===== src/rtl/pt_pkg.sv =====
package pt_pkg;
    localparam int DATA_W = 8;
    localparam int ADDR_W = 2;

    localparam logic [ADDR_W-1:0] A_CTRL  = 2'd0;
    localparam logic [ADDR_W-1:0] A_PRESC = 2'd1;
    localparam logic [ADDR_W-1:0] A_MAIN  = 2'd2;

    localparam logic [1:0] MODE_PULSE = 2'b01;

    typedef enum logic [1:0] {
        ST_OFF   = 2'd0,
        ST_HOLD  = 2'd1,
        ST_COUNT = 2'd2
    } pt_state_e;

    typedef struct packed {
        logic [1:0] src;
        logic       inv_en;
        logic       pin_sel;
        logic       run;
        logic       pol;
        logic [1:0] mode;
    } pt_ctrl_t;
endpackage


===== src/rtl/pt_srcdiv.sv =====
module pt_srcdiv #(
    parameter int N_SRC  = 4,
    parameter int DIV_LG [N_SRC] = '{0, 1, 3, 5},
    parameter int CNT_W  = 5
) (
    input  logic             clk,
    input  logic             rst_n,
    output logic [N_SRC-1:0] src_en
);
    logic [CNT_W-1:0] free_cnt;

    always_ff @(posedge clk or negedge rst_n) begin
        if (!rst_n) free_cnt <= '0;
        else        free_cnt <= free_cnt + 1'b1;
    end

    for (genvar g = 0; g < N_SRC; g++) begin : g_src
        localparam logic [CNT_W-1:0] MASK = CNT_W'((1 << DIV_LG[g]) - 1);
        assign src_en[g] = ((free_cnt & MASK) == MASK);
    end
endmodule


===== src/rtl/pt_stage.sv =====
module pt_stage #(
    parameter int W = 8
) (
    input  logic         clk,
    input  logic         rst_n,
    input  logic         load,
    input  logic [W-1:0] load_val,
    input  logic         tick,
    output logic [W-1:0] count,
    output logic         underflow
);
    logic [W-1:0] reload_q;

    assign underflow = tick && !load && (count == '0);

    always_ff @(posedge clk or negedge rst_n) begin
        if (!rst_n) begin
            reload_q <= '1;
            count    <= '1;
        end else if (load) begin
            reload_q <= load_val;
            count    <= load_val;
        end else if (tick) begin
            if (count == '0) count <= reload_q;
            else             count <= count - 1'b1;
        end
    end
endmodule


===== src/rtl/pulse_timer.sv =====
module pulse_timer
    import pt_pkg::*;
#(
    parameter int CNT_W = DATA_W
) (
    input  logic              clk,
    input  logic              rst_n,
    input  logic              bus_we,
    input  logic [ADDR_W-1:0] bus_addr,
    input  logic [DATA_W-1:0] bus_wdata,
    output logic [DATA_W-1:0] bus_rdata,
    input  logic              port_bit,
    output logic              pin_out,
    output logic              pin_n_out,
    output logic              irq
);
    localparam int N_SRC = 4;

    pt_ctrl_t   ctrl_q;
    pt_state_e  state_q, state_d;
    logic [N_SRC-1:0] src_en;
    logic       count_en;
    logic       presc_wr, main_wr, ctrl_wr;
    logic       presc_tick, presc_uf, main_uf;
    logic [CNT_W-1:0] presc_cnt, main_cnt;
    logic       level_q, irq_q;
    logic       mode_ok;

    assign ctrl_wr  = bus_we && (bus_addr == A_CTRL);
    assign presc_wr = bus_we && (bus_addr == A_PRESC);
    assign main_wr  = bus_we && (bus_addr == A_MAIN);

    always_ff @(posedge clk or negedge rst_n) begin
        if (!rst_n)       ctrl_q <= '0;
        else if (ctrl_wr) ctrl_q <= pt_ctrl_t'(bus_wdata);
    end

    assign mode_ok = (ctrl_q.mode == MODE_PULSE);

    // Next-state logic
    always_comb begin
        state_d = state_q;
        unique case (state_q)
            ST_OFF:   if (mode_ok) state_d = ctrl_q.run ? ST_COUNT : ST_HOLD;
            ST_HOLD:  if (!mode_ok) state_d = ST_OFF;
                      else if (ctrl_q.run) state_d = ST_COUNT;
            ST_COUNT: if (!mode_ok) state_d = ST_OFF;
                      else if (!ctrl_q.run) state_d = ST_HOLD;
            default:  state_d = ST_OFF;
        endcase
    end

    // State register
    always_ff @(posedge clk or negedge rst_n) begin
        if (!rst_n) state_q <= ST_OFF;
        else        state_q <= state_d;
    end

    assign count_en = (state_q == ST_COUNT);

    pt_srcdiv #(.N_SRC(N_SRC)) i_srcdiv (
        .clk    (clk),
        .rst_n  (rst_n),
        .src_en (src_en)
    );

    assign presc_tick = count_en && src_en[ctrl_q.src];

    pt_stage #(.W(CNT_W)) i_presc (
        .clk       (clk),
        .rst_n     (rst_n),
        .load      (presc_wr),
        .load_val  (bus_wdata[CNT_W-1:0]),
        .tick      (presc_tick),
        .count     (presc_cnt),
        .underflow (presc_uf)
    );

    pt_stage #(.W(CNT_W)) i_main (
        .clk       (clk),
        .rst_n     (rst_n),
        .load      (main_wr),
        .load_val  (bus_wdata[CNT_W-1:0]),
        .tick      (presc_uf),
        .count     (main_cnt),
        .underflow (main_uf)
    );

    // Output process: pulse level and interrupt pulse
    always_ff @(posedge clk or negedge rst_n) begin
        if (!rst_n) begin
            level_q <= 1'b1;
            irq_q   <= 1'b0;
        end else begin
            irq_q <= main_uf;
            if (main_wr)      level_q <= !ctrl_q.pol;
            else if (main_uf) level_q <= !level_q;
        end
    end

    assign irq       = irq_q;
    assign pin_out   = (mode_ok && ctrl_q.pin_sel) ? level_q : port_bit;
    assign pin_n_out = mode_ok && ctrl_q.inv_en && !level_q;

    always_comb begin
        unique case (bus_addr)
            A_CTRL:  bus_rdata = ctrl_q;
            A_PRESC: bus_rdata = DATA_W'(presc_cnt);
            A_MAIN:  bus_rdata = DATA_W'(main_cnt);
            default: bus_rdata = '0;
        endcase
    end
endmodule


===== config.mk =====
export PLATFORM = sky130hd
export DESIGN_NAME = pulse_timer
export DESIGN_NICKNAME = d
export VERILOG_FILES = /design/src/rtl/pt_pkg.sv /design/src/rtl/pt_srcdiv.sv /design/src/rtl/pt_stage.sv /design/src/rtl/pulse_timer.sv
export SDC_FILE = /design/constraint.sdc
export NUM_CORES = 1
export LEC_CHECK = 0
export BUFFER_PORTS_ARGS = -buffer_cell sky130_fd_sc_hd__buf_2
export CAP_MARGIN = 10
export CORE_MARGIN = 5
export CORE_UTILIZATION = 41
export DETAILED_ROUTE_END_ITERATION = 8
export PLACE_DENSITY_LB_ADDON = 0.12
export SLEW_MARGIN = 10
export SYNTH_ARGS = -nofsm -noshare
export SYNTH_HDL_FRONTEND = slang
export SYNTH_HIERARCHICAL = 1
export SYNTH_SLANG_ARGS = --single-unit

===== constraint.sdc =====
create_clock -name clk -period 5.3 [get_ports clk]
set_input_delay 0.265 -clock clk [delete_from_list [all_inputs] [get_ports clk]]
set_output_delay 0.265 -clock clk [all_outputs]
set_load 0.01 [all_outputs]

* After elaboration in Yosys (flattened, before gate mapping) *
Cells that the tools add are included.

operators by class
  add/subtract/negate cells = 3
  magnitude comparators = 1
  equal/unequal tests = 10
  muxes and demuxes = 19
  reduce and logical (&&, ||, !) cells = 23

operator list
  kind                                                        number
  two-way mux 8 bit                                           6
  case mux 8 bit (3 select lines)                             1
  zero test 8 bit                                             2
  subtractor 8 x 1 -> 8 bit, second input constant            2
  two-way mux 2 bit                                           6
  logical AND 1 bit                                           11
  equality test 2 x 1 -> 1 bit, second input constant         3
  != test 3 bit, second input constant                        2
  case mux 2 bit (3 select lines)                             1
  nonzero test 2 bit                                          3
  adder 5 x 1 -> 5 bit, second input constant                 1
  equality test 5 bit, second input constant                  1
  equality test 2 bit, second input constant                  2
  zero test 1 bit                                             4
  zero test 2 bit                                             2
  two-way mux 1 bit                                           4
  equality test 3 bit, second input constant                  1
  less-than comparator 2 x 3 -> 1 bit, second input constant  1
  AND reduction 3 bit                                         1
  binary-select mux 1 bit (select 2 bit)                      1
  != test 2 bit, second input constant                        1

storage, ports and cells
  register bits = 49
  input port bits = 14
  output and inout port bits = 11

* Logic depth before layout (Yosys ltp) *
  depth after elaboration = 10
  depth in mapped cells = 11
  depth with buffers taken out = 11

* By module *
Netlist, hierarchy kept.

modules (own cells, without submodules)
  module       instances  cells an instance  area an instance (µm²)  seq. area each (µm²)
  pt_stage     2          84                 918.4                   420.4
  pulse_timer  1          53                 708.2                   301.5
  pt_srcdiv    1          15                 205.2                   125.1

* Worst setup path after synthesis *
OpenSTA, ideal clock, no wires.

  path kind = register to register
  start = register i_srcdiv.free_cnt[0]
  end = register i_main.count[7]
  setup time = 0.086 ns
  arrival time = 2.272 ns
  setup slack = 2.942 ns
  cell stages (with the launch flop) = 11
  clock period less this slack = 2.358 ns
  cell sequence = dfrtp_1 -> ha_1 -> and3_1 -> ha_1 -> mux4_1 -> and3b_1 -> nand2b_1 -> nor2_1 -> nor3b_2 -> and4_1 -> o31ai_2

on the way
  word-level cells in the longest chain between the ends = 7
  elaborated cells on any way between the ends = 8
  classes of those cells = eq/ne (2); mux (2); reduce/logical (4)

ends and longest elaborated chain
  item                                     line               RTL
  from (decl)                              pt_srcdiv.sv:10    logic [CNT_W-1:0] free_cnt;
  from (signal assigned)                   pt_srcdiv.sv:14    else free_cnt <= free_cnt + 1'b1;
  equality test 5 bit                      pt_srcdiv.sv:19    assign src_en[g] = ((free_cnt & MASK) == MASK);
  named net src_en[3]                      pulse_timer.sv:21  logic [N_SRC-1:0] src_en;
  binary-select mux 1 bit (select 2 bit)   pulse_timer.sv:67  assign presc_tick = count_en && src_en[ctrl_q.src];
  two-way mux 1 bit (not written as such)  pulse_timer.sv:67
  logical AND 1 bit                        pulse_timer.sv:67
  named net presc_tick                     pulse_timer.sv:24  logic presc_tick, presc_uf, main_uf;
  logical AND 1 bit (2 in series)          pt_stage.sv:14     assign underflow = tick && !load && (count == '0);
  named net presc_uf                       pulse_timer.sv:24
  nonzero test 2 bit (no line)             -
  to (signal assigned)                     pt_stage.sv:22     count <= load_val;
  to (signal assigned)                     pt_stage.sv:24     if (count == '0) count <= reload_q;
  to (signal assigned)                     pt_stage.sv:25     else count <= count - 1'b1;
  to (decl)                                pt_stage.sv:9      output logic [W-1:0] count,

The timed path passes the listed nets, and every way through them passes these cells. The select of a mux whose other input is x is not followed.
A chain may end at the register's enable or synchronous reset.

* Final worst setup path *
  start = register i_srcdiv.free_cnt[0]
  end = register i_main.count[2]

Same word-level chain as after synthesis.

==> run metrics <==
Die ar. approximately 8400 sq um; flop2flop setup slack 2.55 ns; Fmax 363 MHz; clock latency on the worst-skew pair 0.30 ns; Slowest Stage Delay on Critical Path 0.46 ns; mean number of vias per cell 5.67; pin slew with the least headroom to its limit 1.06 ns; final global-route overflow total 0; peak supply drop around 230 uV; synthesized cell area 2750 sq um; DIE WIDTH 91.9 microns; status finished clean; core area 6420 sq um; final layout net count 278; Tmin final 2.75 ns; Post-synth EDFFs 0; CP Cell Sequence ha_1, and3_1, ha_1, mux4_1, and3b_1, nand2b_1, nor2_1, nor2_1, a22o_1, a21o_1; fill count 604; Fin Clk Skew around 0.0084 ns; Yosys Warn Count 6; required time worst endpoint 5.55 ns; most frequent cells in the layout dfstp_2 (33), buf_2 (24), mux2_2 (23), dfrtp_1 (16), o21ai_0 (16); clock share of power 19.1%; most common cell after layout, fill and taps aside dfstp_2; reg2reg path depth 10; Mean Syn Cell Area ~12 sq um; CTS H-tree lvls 2; Comb pwr share 29.2%; I/O Buffers 24; quantity of hold-fixing buffers added after cts 0; Finished Core Util 46.4%; PwrDens between 300 and 400 nW/um^2; Iter 0 DRT Violations 92; switching part of the total 33.0%; Hold Fails Final Rpt 0; ys flop type dfstp_2; Hold Crit Class primary input to asynchronous set/reset pin; via count 1901; kind of critical path flip-flop to flip-flop; P_sw 368 uW; Max Slew Vio Count 0; crit-path max FO 7; Leakage between 1 and 1.5 nW; layout cell share with drive strength beyond 1 between 40% and 50%; Die Ht 91.9 microns; CP bufs+invs 0; Root Driver clkbuf_8; Flop pwr share 51.7%; vias in the first global route 1946; # IOs 25; Overall Global Routing Usage roughly 16%; Placer Congestion ~0.8; TritonCTS Buffers 5; Post-synth ARST share between 90% and 100%; first-pass GRT wire length 10600 microns; CTS sink cnt 49; Final TNS setup 0 ns; # diodes 0; post-synth cell types 49; Routed Antenna Nets 0; CP Launch Type flip-flop; CTS tree yes; Post-Synthesis Cells around 240; hpwl dp 4600 microns; Worst path slowest cell mux4_1; sequential-to-total area share from yosys stat 46.1%; area grow syn2layout 8.46%; CTS clk-pin slew, worst paths 0.09 ns; Reg2Reg Capture Point i_main/count[2]$_DFFE_PN1P_; slew margin rel. 29.6%; syn_nets around 260; DR pass1 iterations 4; largest net degree at the start of global routing 50; Residual DRC 0; register bit total from synthesis 49; part of the cycle the worst path needs 51.9%; CP endpoint kind flip-flop; clock buffer depth 2; DRT Wirelength 6380 microns; Initial Util between 40% and 50%; Crit Reg-Reg Startpoint i_srcdiv/free_cnt[0]$_DFF_PN0_; number of gates resized after cts 0; WL/cell 19.0 microns; initial antenna violation count 0; Post-CTS Setup Inserts 0; unrepaired setup endpoints after global routing no; Crit path max-delay family simple AND/OR/NAND/NOR gates; Cell Rows 29; P_int 747 uW; max_cap viols 0; setup violators final 0; CP Data Arrival Time 3.00 ns
==> power by group through the flow <==
| stage | combinational, mW | clock [mW] | sequential, mW |
|---|---|---|---|
| final | 0.326 | 0.213 | 0.576 |
| after global routing | 0.366 | 0.243 | 0.588 |
| after CTS | 0.328 | 0.223 | 0.575 |
| after detailed placement | 0.326 | 0 | 0.581 |
| after global placement | 0.324 | 0 | 0.582 |
| after floorplan | 0.255 | 0 | 0.550 |
==> registers in the layout (all words and copies together), names as in the netlist <==
| register | count |
|---|---|
| ctrl_q | 8 |
| i_srcdiv/free_cnt | 5 |
| i_presc/reload_q | 8 |
| i_presc/count | 8 |
| irq | 1 |
| state_q | 2 |
| level_q | 1 |
| i_main/count | 8 |
| i_main/reload_q | 8 |
==> worst max-delay path by stage <==
stage                                    from                     endpoint  slack, ns  depth (start not counted)
3_3_place_gp                      bus_addr[0]  i_main/count[2]$_DFFE_PN1P_       2.57                          8
4_1_cts        i_srcdiv/free_cnt[0]$_DFF_PN0_  i_main/count[2]$_DFFE_PN1P_       2.56                         10
5_1_grt        i_srcdiv/free_cnt[0]$_DFF_PN0_  i_main/count[3]$_DFFE_PN1P_       2.28                         10
6_report       i_srcdiv/free_cnt[0]$_DFF_PN0_  i_main/count[2]$_DFFE_PN1P_       2.55                         10
2_1_floorplan  i_srcdiv/free_cnt[0]$_DFF_PN0_  i_main/count[7]$_DFFE_PN1P_       2.94                         10
3_5_place_dp                      bus_addr[0]  i_main/count[2]$_DFFE_PN1P_       2.47                          8
==> cell families (layout without fill, tap and decap cells) <==
kind of cell / Yosys count / count (layout) / share of synthesized area [%]
AND/OR/NAND/NOR: 58 / 58 / 14.5
multiplexers: 37 / 37 / 15.1
flip-flops: 49 / 49 / 46.1
buffers and inverters: 20 / 42 / 3.87
AO/OA/AOI/OAI: 56 / 56 / 14.6
adder cells (fa/ha/maj): 7 / 7 / 3.18
XOR/XNOR: 8 / 8 / 2.55
other: 1 / 1 / 0.136
==> per-layer routing <==
| layer | share of wire, % | GRT usage (%) | vias to the layer above |
|---|---|---|---|
| met2 | 43 | 22.8 | 45 |
| li1 | - | - | 915 |
| met5 | 0 | 0 | - |
| met1 | 51 | 23.9 | 931 |
| met3 | 4.5 | 2.78 | 10 |
| met4 | 1.4 | 5.45 | 0 |
==> cells in the mapped netlist (2+ instances only) <==
| cell | count | area share (%) |
|---|---|---|
| mux2_2 | 23 | 9.4 |
| or2_2 | 2 | 0.45 |
| inv_1 | 9 | 1.2 |
| nor3_1 | 2 | 0.36 |
| ha_1 | 7 | 3.2 |
| a21o_1 | 2 | 0.55 |
| xor2_1 | 6 | 1.9 |
| nor2_1 | 10 | 1.4 |
| and3b_1 | 2 | 0.64 |
| or4_1 | 2 | 0.55 |
| nor2b_1 | 3 | 0.68 |
| and2_4 | 2 | 0.64 |
| o21ai_1 | 2 | 0.36 |
| and3_2 | 2 | 0.55 |
| or4b_1 | 2 | 0.73 |
| nor3b_2 | 2 | 0.91 |
| a22o_1 | 2 | 0.64 |
| a21oi_1 | 4 | 0.73 |
| dfrtp_1 | 16 | 15 |
| mux2i_1 | 13 | 4.7 |
| xnor2_1 | 2 | 0.64 |
| a22oi_1 | 10 | 2.7 |
| o41ai_1 | 2 | 0.64 |
| o21a_1 | 2 | 0.55 |
| clkbuf_1 | 4 | 0.55 |
| dfstp_2 | 33 | 32 |
| a31oi_1 | 2 | 0.45 |
| nand2b_1 | 2 | 0.45 |
| o311ai_0 | 2 | 0.64 |
| nand2_1 | 9 | 1.2 |
| o21ai_0 | 16 | 2.9 |
| and3_1 | 3 | 0.68 |
| buf_4 | 4 | 1.1 |
| nor4_2 | 2 | 0.91 |
| nand3_2 | 2 | 0.73 |
| o31ai_2 | 4 | 1.8 |
| buf_6 | 2 | 0.82 |
| nor4bb_1 | 2 | 0.73 |
| o2bb2ai_1 | 8 | 2.5 |
| and4_1 | 2 | 0.64 |
| nor3b_1 | 2 | 0.55 |
==> layout make-up <==
class,instances,area (sq um),area share [%]
Sequential cell,49,1270,42.5
Clock inverter,1,5.00,0.168
Multi-Input combinational cell,167,1380,46.1
Timing Repair Buffer,25,128,4.28
Tap cell,77,96.3,3.23
Inverter,9,33.8,1.13
Clock buffer,7,76.3,2.56
==> metrics by stage <==
step	setup WS (ns)	cells	hold WS (ns)	power, mW	instance area, sq um
after global routing	2.28	335	0.232	1.20	2980
after global placement	2.57	327	0.452	0.906	2900
final	2.55	335	0.145	1.11	2980
after CTS	2.56	335	0.192	1.13	2980
after floorplan	2.94	236	-0.0306	0.805	2750
after detailed placement	2.47	327	0.462	0.906	2900
(Power assumes the default switching activity.)
